==> src/rtl/i2c_byte_phy.sv <==
module i2c_byte_phy #(
  parameter int QUARTER = 4
) (
  input  logic       clk,
  input  logic       rst_n,
  input  logic       cmd_valid,
  input  logic [1:0] cmd_op,
  input  logic [7:0] cmd_data,
  input  logic       cmd_nack,
  output logic       ready,
  output logic       ack_n,
  output logic [7:0] rx_data,
  output logic       scl_o,
  output logic       sda_o,
  input  logic       sda_i
);

  localparam int TW = (QUARTER > 1) ? $clog2(QUARTER) : 1;

  typedef enum logic [2:0] {IDLE, STA, STO, WBIT, WACK, RBIT, RACK} ph_t;

  ph_t         ph, tph;
  logic [2:0]  unit, tu, last_u, bitn;
  logic [TW-1:0] tick;
  logic [7:0]  sh;
  logic        nack_q, busy, accept, step, fire;

  assign busy   = (ph != IDLE);
  assign ready  = !busy;
  assign accept = cmd_valid && ready;
  assign step   = busy && (tick == '0);
  assign fire   = accept || step;

  always_comb begin
    case (ph)
      STA, STO, WBIT: last_u = 3'd3;
      WACK, RACK:     last_u = 3'd4;
      RBIT:           last_u = 3'd2;
      default:        last_u = 3'd0;
    endcase
  end

  always_comb begin
    tph = ph;
    tu  = unit + 3'd1;
    if (accept) begin
      tu = 3'd0;
      case (cmd_op)
        2'd0:    tph = STA;
        2'd1:    tph = STO;
        2'd2:    tph = WBIT;
        default: tph = RBIT;
      endcase
    end else if (unit == last_u) begin
      tu = 3'd0;
      case (ph)
        WBIT:    tph = (bitn == 3'd7) ? WACK : WBIT;
        RBIT:    tph = (bitn == 3'd7) ? RACK : RBIT;
        default: tph = IDLE;
      endcase
    end
  end

  always_ff @(posedge clk or negedge rst_n) begin
    if (!rst_n) begin
      ph      <= IDLE;
      unit    <= 3'd0;
      bitn    <= 3'd0;
      tick    <= '0;
      sh      <= 8'h00;
      nack_q  <= 1'b0;
      scl_o   <= 1'b1;
      sda_o   <= 1'b1;
      ack_n   <= 1'b1;
      rx_data <= 8'h00;
    end else if (fire) begin
      ph   <= tph;
      unit <= tu;
      tick <= TW'(QUARTER - 1);
      if (accept) begin
        sh     <= cmd_data;
        nack_q <= cmd_nack;
        bitn   <= 3'd0;
      end else if (unit == last_u && (ph == WBIT || ph == RBIT)) begin
        bitn <= bitn + 3'd1;
      end
      case (tph)
        STA: case (tu)
          3'd1: sda_o <= 1'b1;
          3'd2: scl_o <= 1'b1;
          3'd3: sda_o <= 1'b0;
          default: ;
        endcase
        STO: case (tu)
          3'd0: scl_o <= 1'b0;
          3'd1: sda_o <= 1'b0;
          3'd2: scl_o <= 1'b1;
          3'd3: sda_o <= 1'b1;
          default: ;
        endcase
        WBIT: case (tu)
          3'd0: scl_o <= 1'b0;
          3'd1: sda_o <= sh[7];
          3'd2: begin
            scl_o <= 1'b1;
            sh    <= {sh[6:0], 1'b0};
          end
          default: ;
        endcase
        WACK: case (tu)
          3'd0: scl_o <= 1'b0;
          3'd1: sda_o <= 1'b1;
          3'd2: scl_o <= 1'b1;
          3'd4: begin
            ack_n <= sda_i;
            scl_o <= 1'b0;
          end
          default: ;
        endcase
        RBIT: case (tu)
          3'd0: begin
            scl_o <= 1'b0;
            sda_o <= 1'b1;
          end
          3'd1: scl_o <= 1'b1;
          3'd2: sh <= {sh[6:0], sda_i};
          default: ;
        endcase
        RACK: case (tu)
          3'd0: begin
            scl_o   <= 1'b0;
            rx_data <= sh;
          end
          3'd1: sda_o <= nack_q;
          3'd2: scl_o <= 1'b1;
          3'd4: scl_o <= 1'b0;
          default: ;
        endcase
        default: ;
      endcase
    end else if (busy) begin
      tick <= tick - 1'b1;
    end
  end

endmodule

==> config.mk <==
export PLATFORM = sky130hd
export DESIGN_NAME = i2c_byte_phy
export DESIGN_NICKNAME = d
export VERILOG_FILES = /design/src/rtl/i2c_byte_phy.sv
export SDC_FILE = /design/constraint.sdc
export NUM_CORES = 1
export LEC_CHECK = 0
export BUFFER_PORTS_ARGS = -buffer_cell sky130_fd_sc_hd__buf_2
export CAP_MARGIN = 5
export CORE_MARGIN = 10
export CORE_UTILIZATION = 48
export CTS_CLUSTER_DIAMETER = 80
export DETAILED_ROUTE_END_ITERATION = 7
export PLACE_DENSITY_LB_ADDON = 0.08
export SLEW_MARGIN = 20
export SYNTH_ARGS = -nofsm -noshare
export SYNTH_HDL_FRONTEND = slang
export SYNTH_SLANG_ARGS = --single-unit
==> constraint.sdc <==
create_clock -name clk -period 7.6 [get_ports clk]
set_input_delay 1.52 -clock clk [delete_from_list [all_inputs] [get_ports clk]]
set_output_delay 1.52 -clock clk [all_outputs]
set_load 0.01 [all_outputs]
# Word-level counts from Yosys, hierarchy flattened
# Cells that the tools add are included.
[word_totals]
regBits = 31
latch_bits = 0
mem_bits_rw = 0
rom_bits = 0
output_inout_bits = 12
mem_count = 0
[classes]
add_sub_neg = 3
multipliers = 0
div_mod_pow = 0
magnitude_cmp = 0
eq_ne = 30
shift = 0
muxes = 29
bitwise = 0
reduce_logical = 25
[op_table]
columns = ["cell", "n"]
rows = [
  ["$eq 3x3->1 const B", 8],
  ["$mux 8", 3],
  ["$mux 3", 7],
  ["$eq 3x2->1 const B", 6],
  ["$pmux 3 s3", 2],
  ["$pmux 8 s2", 1],
  ["$ne 2x2->1 const B", 5],
  ["$pmux 1 s2", 5],
  ["$eq 3x1->1 const B", 3],
  ["$ne 3x3->1 const B", 3],
  ["$reduce_and 8->1", 1],
  ["$reduce_or 2->1", 4],
  ["$add 3x1->3 const B", 2],
  ["$mux 2", 3],
  ["$ne 3x1->1 const B", 2],
  ["$pmux 1 s6", 1],
  ["$pmux 3 s2", 1],
  ["$reduce_and 3->1", 2],
  ["$reduce_and 6->1", 1],
  ["$reduce_bool 6->1", 1],
  ["$mux 1", 5],
  ["$logic_not 2->1", 2],
  ["$pmux 1 s4", 1],
  ["$reduce_and 2->1", 2],
  ["other kinds (12)", 16],
]

# Longest topological paths before layout
[logic_depth]
word_depth = 10
mapped_depth = 10

# Worst setup path after synthesis
# Ideal clock, no wire load.
[synth_timing]
path_kind = "in2reg"
from = "input port cmd_valid"
to = "register scl_o"
arrival_ns = 3.083
t_required_ns = 7.518
slack_ns = 4.435
cell_stages = 6
path_buffers = 1
path_cell_list = "nor4b_1 -> clkbuf_1 -> nor3_1 -> a221o_1 -> a21oi_2 -> mux2_4"
[synth_between]
elab_chain_len = 6
[synth_rtl]
columns = ["element", "line", "text"]
rows = [
  ["start, declared", "6", "input logic cmd_valid,"],
  ["$logic_and 1x1->1 (*)", "30", "assign accept = cmd_valid && ready;"],
  ["$mux 3", "46", "if (accept) begin"],
  ["$eq 3x3->1, or another cell as far along", "110, 129", ""],
  ["$reduce_or 2->1 (no line)", "-", ""],
  ["$pmux 1 s2, or another cell as far along", "110, 129", ""],
  ["$pmux 1 s4 / $reduce_and 6->1 (equally long branches)", "-", ""],
  ["end signal, assigned", "90", "3'd2: scl_o <= 1'b1;"],
  ["end signal, assigned", "111", "3'd0: scl_o <= 1'b0;"],
  ["end signal, assigned", "131", "scl_o <= 1'b0;"],
  ["end, declared", "13", "output logic scl_o,"],
]
# Every way passes the cells marked *; elsewhere a longest branch is shown, timed or not.
# A chain may end at the register's enable or synchronous reset.

# Final worst setup path
[layout_timing]
from = "input port cmd_valid"
to = "register sh[3]"
[layout_between]
elab_chain_len = 5
[layout_rtl]
columns = ["element", "line", "text"]
rows = [
  ["$logic_and 1x1->1 (*)", "30", ""],
  ["$mux 3", "46", ""],
  ["$eq 3x2->1", "101, 120", ""],
  ["$mux 8 (on tied branches)", "120, 101", ""],
  ["$pmux 8 s2", "87", "case (tph)"],
  ["end signal, assigned", "81", "sh <= cmd_data;"],
  ["end signal, assigned", "106", "sh <= {sh[6:0], 1'b0};"],
  ["end signal, assigned", "126", "3'd2: sh <= {sh[6:0], sda_i};"],
  ["end, declared", "25", "logic [7:0] sh;"],
]
# Marked as above.

==> out/qor.log <==
[global_routing] initial antenna violation count 0
[global_routing] pin count of the biggest net entering global routing 32
[logic_synthesis] prevailing post-synth register cell sky130_fd_sc_hd__dfrtp_1
[final_layout] most common cell after layout, fill and taps aside sky130_fd_sc_hd__dfrtp_1
[sta] final hold violations 0
[sta] setup repair after global routing missed its margin no
[sta] worst clock skew on the final layout 0.00520 ns
[pwr] peak ir drop on the vdd network 0.152 mV
[floorplanning] number of placed I/O pins 27
[sta] Post-Route Setup TNS 0 ns
[worst_setup_path] CP max stage cell sky130_fd_sc_hd__o41ai_2
[sta] shortest period the worst path allows 3.69 ns
[min_path] hold wc startpoint rx_data[0]
[drt] detailed-route DRC error count 0
[worst_setup_path] largest fanout of any net on the critical path 15
[logic_synthesis] post-synthesis mux area share 6.50%
[worst_setup_path] launching point of the worst reg2reg path ph[1]
[logic_synthesis] number of instances in the synthesized netlist 214
[logic_synthesis] #FFs+latches synth 31
[floorplanning] Site Rows 23
[placed_design] placed cell areas 2100 sq um
[global_routing] first-pass GRT wire length 8.84 mm
[placed_design] global placer's final weighted congestion 0.931
[clock_network] clock-pin slew reported for the worst setup and hold paths after clock tree synthesis 0.06 ns
[worst_setup_path] setup slack of the most critical reg-to-reg path 4.50 ns
[worst_setup_path] Buf+Inv Stages, Crit Path 1
[sta] Tcrit/Tclk final 48.5%
[sta] actual slew at the worst max-slew pin 0.781 ns
[drt] average via count per standard cell 6.15
[final_layout] most frequent cells in the layout 28 x sky130_fd_sc_hd__dfrtp_1, 26 x sky130_fd_sc_hd__buf_2, 18 x sky130_fd_sc_hd__nor2_1
[final_layout] share of layout cells above drive strength 1 22.9%
[worst_setup_path] class of the most critical setup path input pin to flop
[final_layout] diode insertion count for antenna repair 0
[drt] count of routing violations after the opening detailed-route iteration 156
[clock_network] quantity of gates resized following cts 0
[floorplanning] Die Wd 83.7 microns
[sta] Final Setup Violations 0
[logic_synthesis] post-synthesis net count 235
[clock_network] number of setup buffers added after CTS 0
[placed_design] Detail Placement HPWL 3.65 mm
[global_routing] number of global-route vias before repair 1,761
[drt] first-pass iteration count of the detailed router 4
[worst_setup_path] RR Endpoint sh[3]
[drt] count of nets left with antenna violations after detail routing 0
[sta] achievable frequency 271 MHz
[clock_network] clock tree from TritonCTS done
[placed_design] PortBufs 26
[clock_network] total clock buffers created by CTS 5
[worst_setup_path] crit end category flop
[worst_setup_path] data arrival time of the critical path 3.88 ns
[clock_network] hold buffers post-CTS 0
[logic_synthesis] cell area after technology mapping 1950 sq um
[flow_run] max-cap viol count 0
[logic_synthesis] Async SR Flop Fraction 100%
[final_layout] post-route cell area 2180 sq um
[logic_synthesis] parity-gate share of the synthesized area counting xor and xnor cells 1.80%
[floorplanning] starting density of the core 49.0%
[logic_synthesis] Mapped Avg Cell Area 9.09 sq um
[logic_synthesis] synthesized-area fraction occupied by ao, oa, aoi and oai cells 22.2%
[logic_synthesis] number of enable-type register cells in the synthesized netlist 0
[run_status] run status completed
[worst_setup_path] R2R cell count 7
[final_layout] Area Overhead vs Synth 12.3%
[floorplanning] Die Ht 83.7 microns
[logic_synthesis] count of synthesis-stage warnings from yosys 0
[pwr] standby leakage power 1.02 nW
[clock_network] cell at the root of the clock tree sky130_fd_sc_hd__clkbuf_8
[sta] Slew headroom 47.4%
[worst_setup_path] Setup crit start kind input pin
[pwr] Power, Total 0.000824 W
[drt] Detailed Route WL 5.06 mm
[logic_synthesis] combinational family with the most area after synthesis compound AO/OA/AOI/OAI gates
[pwr] total power density per cell area 377 nW/um^2
[clock_network] count of clock tree sinks 31
[final_layout] nets 256
[worst_setup_path] cell family contributing the most delay on the critical path compound AO/OA/AOI/OAI gates
[logic_synthesis] fraction of the mapped netlist area in simple logic gates 21.4%
[global_routing] GRT Total Usage 14.8%
[min_path] worst hold path class flop to flop
[min_path] hold path depth 2
[clock_network] H-tree levels 2
[logic_synthesis] area share of fa/ha/maj cells after synthesis 3.86%
[floorplanning] core area 3970 sq um
[worst_setup_path] stage delay of the slowest cell on the critical path 0.74 ns
[min_path] hold-critical path endpoint rx_data[0]
[drt] DR WL/cell 17.7 microns
[worst_setup_path] most numerous cell on the critical path sky130_fd_sc_hd__nor2_1
[worst_setup_path] Worst Path Required 7.80 ns
[sta] count of final max-slew check failures 0
[global_routing] total grt overflow 0
[logic_synthesis] Yosys cell types 50
[sta] post-route worst hold slack 0.478 ns
[drt] count of vias placed by the detailed router 1,759
[logic_synthesis] fraction of the yosys area taken by sequential cells 40.1%
[clock_network] Max Root-Sink Buffers 2
[floorplanning] Die Outline Area 7000 sq um
[final_layout] Filler Cells Inserted 372
[clock_network] clock latency at the later pin of the worst-skew pair 0.28 ns
[worst_setup_path] ordered list of cells on the worst path buf_2 > nand3b_1 > o21ai_0 > nor2_1 > o41ai_2 > nor2_1 > a21oi_1
## layer usage
layer,vias to the layer above,track usage (%),part of all wire (%)
li1,834,-,-
met1,864,18.2,43
met2,57,24.3,50
met3,4,4.10,5.9
met4,0,5.02,0.51
met5,-,0,0
## where the power goes
group          leakage, nW  internal, W  switching (W)
sequential           0.381     0.000228      0.0000710
combinational        0.599     0.000171       0.000232
clock               0.0422    0.0000641      0.0000584
total                 1.02     0.000463       0.000361
## state kept, by name (all words and copies together), names as in the netlist
register,count
ack_n,1
bitn,3
nack_q,1
ph,3
rx_data,8
scl_o,1
sda_o,1
sh,8
tick,2
unit,3
## cell type report
type	count	area [sq um]	share of cell area (%)
multi-input combinational	162	1090	49.9
sequential	31	779	35.7
timing repair buffer	28	145	6.64
clock buffer	7	76.3	3.49
tap	50	62.6	2.86
inverter	7	26.3	1.20
clock inverter	1	5.00	0.229
## synthesized netlist by cell type (2+ instances only)
| cell | number | area share (%) |
|---|---|---|
| sky130_fd_sc_hd__nor3_1 | 6 | 1.5 |
| sky130_fd_sc_hd__and3_1 | 3 | 0.96 |
| sky130_fd_sc_hd__o22ai_1 | 8 | 2.6 |
| sky130_fd_sc_hd__ha_1 | 6 | 3.9 |
| sky130_fd_sc_hd__nand3_1 | 5 | 1.3 |
| sky130_fd_sc_hd__dfrtp_1 | 28 | 36 |
| sky130_fd_sc_hd__o221ai_1 | 2 | 0.90 |
| sky130_fd_sc_hd__o21ai_0 | 13 | 3.3 |
| sky130_fd_sc_hd__a31oi_1 | 5 | 1.6 |
| sky130_fd_sc_hd__o31ai_1 | 2 | 0.77 |
| sky130_fd_sc_hd__inv_1 | 7 | 1.4 |
| sky130_fd_sc_hd__nor2b_1 | 2 | 0.64 |
| sky130_fd_sc_hd__nor4bb_1 | 2 | 1.0 |
| sky130_fd_sc_hd__a21o_1 | 2 | 0.77 |
| sky130_fd_sc_hd__o211ai_1 | 3 | 1.2 |
| sky130_fd_sc_hd__nand2b_1 | 9 | 2.9 |
| sky130_fd_sc_hd__nand2_1 | 17 | 3.3 |
| sky130_fd_sc_hd__a21oi_1 | 15 | 3.9 |
| sky130_fd_sc_hd__nor4b_1 | 2 | 0.90 |
| sky130_fd_sc_hd__a22oi_1 | 2 | 0.77 |
| sky130_fd_sc_hd__mux2_2 | 9 | 5.2 |
| sky130_fd_sc_hd__xor2_1 | 2 | 0.90 |
| sky130_fd_sc_hd__xnor2_1 | 2 | 0.90 |
| sky130_fd_sc_hd__or3_1 | 3 | 0.96 |
| sky130_fd_sc_hd__nand3b_1 | 3 | 1.2 |
| sky130_fd_sc_hd__buf_2 | 3 | 0.77 |
| sky130_fd_sc_hd__nor2_1 | 18 | 3.5 |
| sky130_fd_sc_hd__clkbuf_1 | 11 | 2.1 |
| sky130_fd_sc_hd__dfstp_2 | 3 | 4.1 |
## through the flow
stage	utilization [%]	setup slack (ns)	std cells
floorplan	-	4.43	214
global placement	52.8	3.84	277
detailed placement	52.8	3.69	277
CTS	54.8	3.99	285
global route	55.0	3.68	286
finish	55.0	3.91	286
## how the worst max path moves through the flow
stage              start    end  slack [ns]  cells past startpoint
6_report       cmd_valid  sh[3]        3.91                      7
5_1_grt        cmd_valid  sh[0]        3.68                      6
4_1_cts        cmd_valid  sh[3]        3.99                      7
3_5_place_dp   cmd_valid  sh[3]        3.69                      7
3_3_place_gp   cmd_valid  scl_o        3.84                      9
2_1_floorplan  cmd_valid  scl_o        4.43                      6
## worst min-delay path, delay by kind of cell (launching register included)
family | cells | cell delay (ns)
compound gates | 1 | 0.06
flops | 1 | 0.34
simple gates | 1 | 0.05
## cell families after synthesis
kind of cell	after synthesis
AND/OR/NAND/NOR	76
AO/OA/AOI/OAI	65
flip-flops	31
buffers and inverters	21
multiplexers	11
adder cells (fa/ha/maj)	6
XOR/XNOR	4
(Power assumes the default switching activity.)
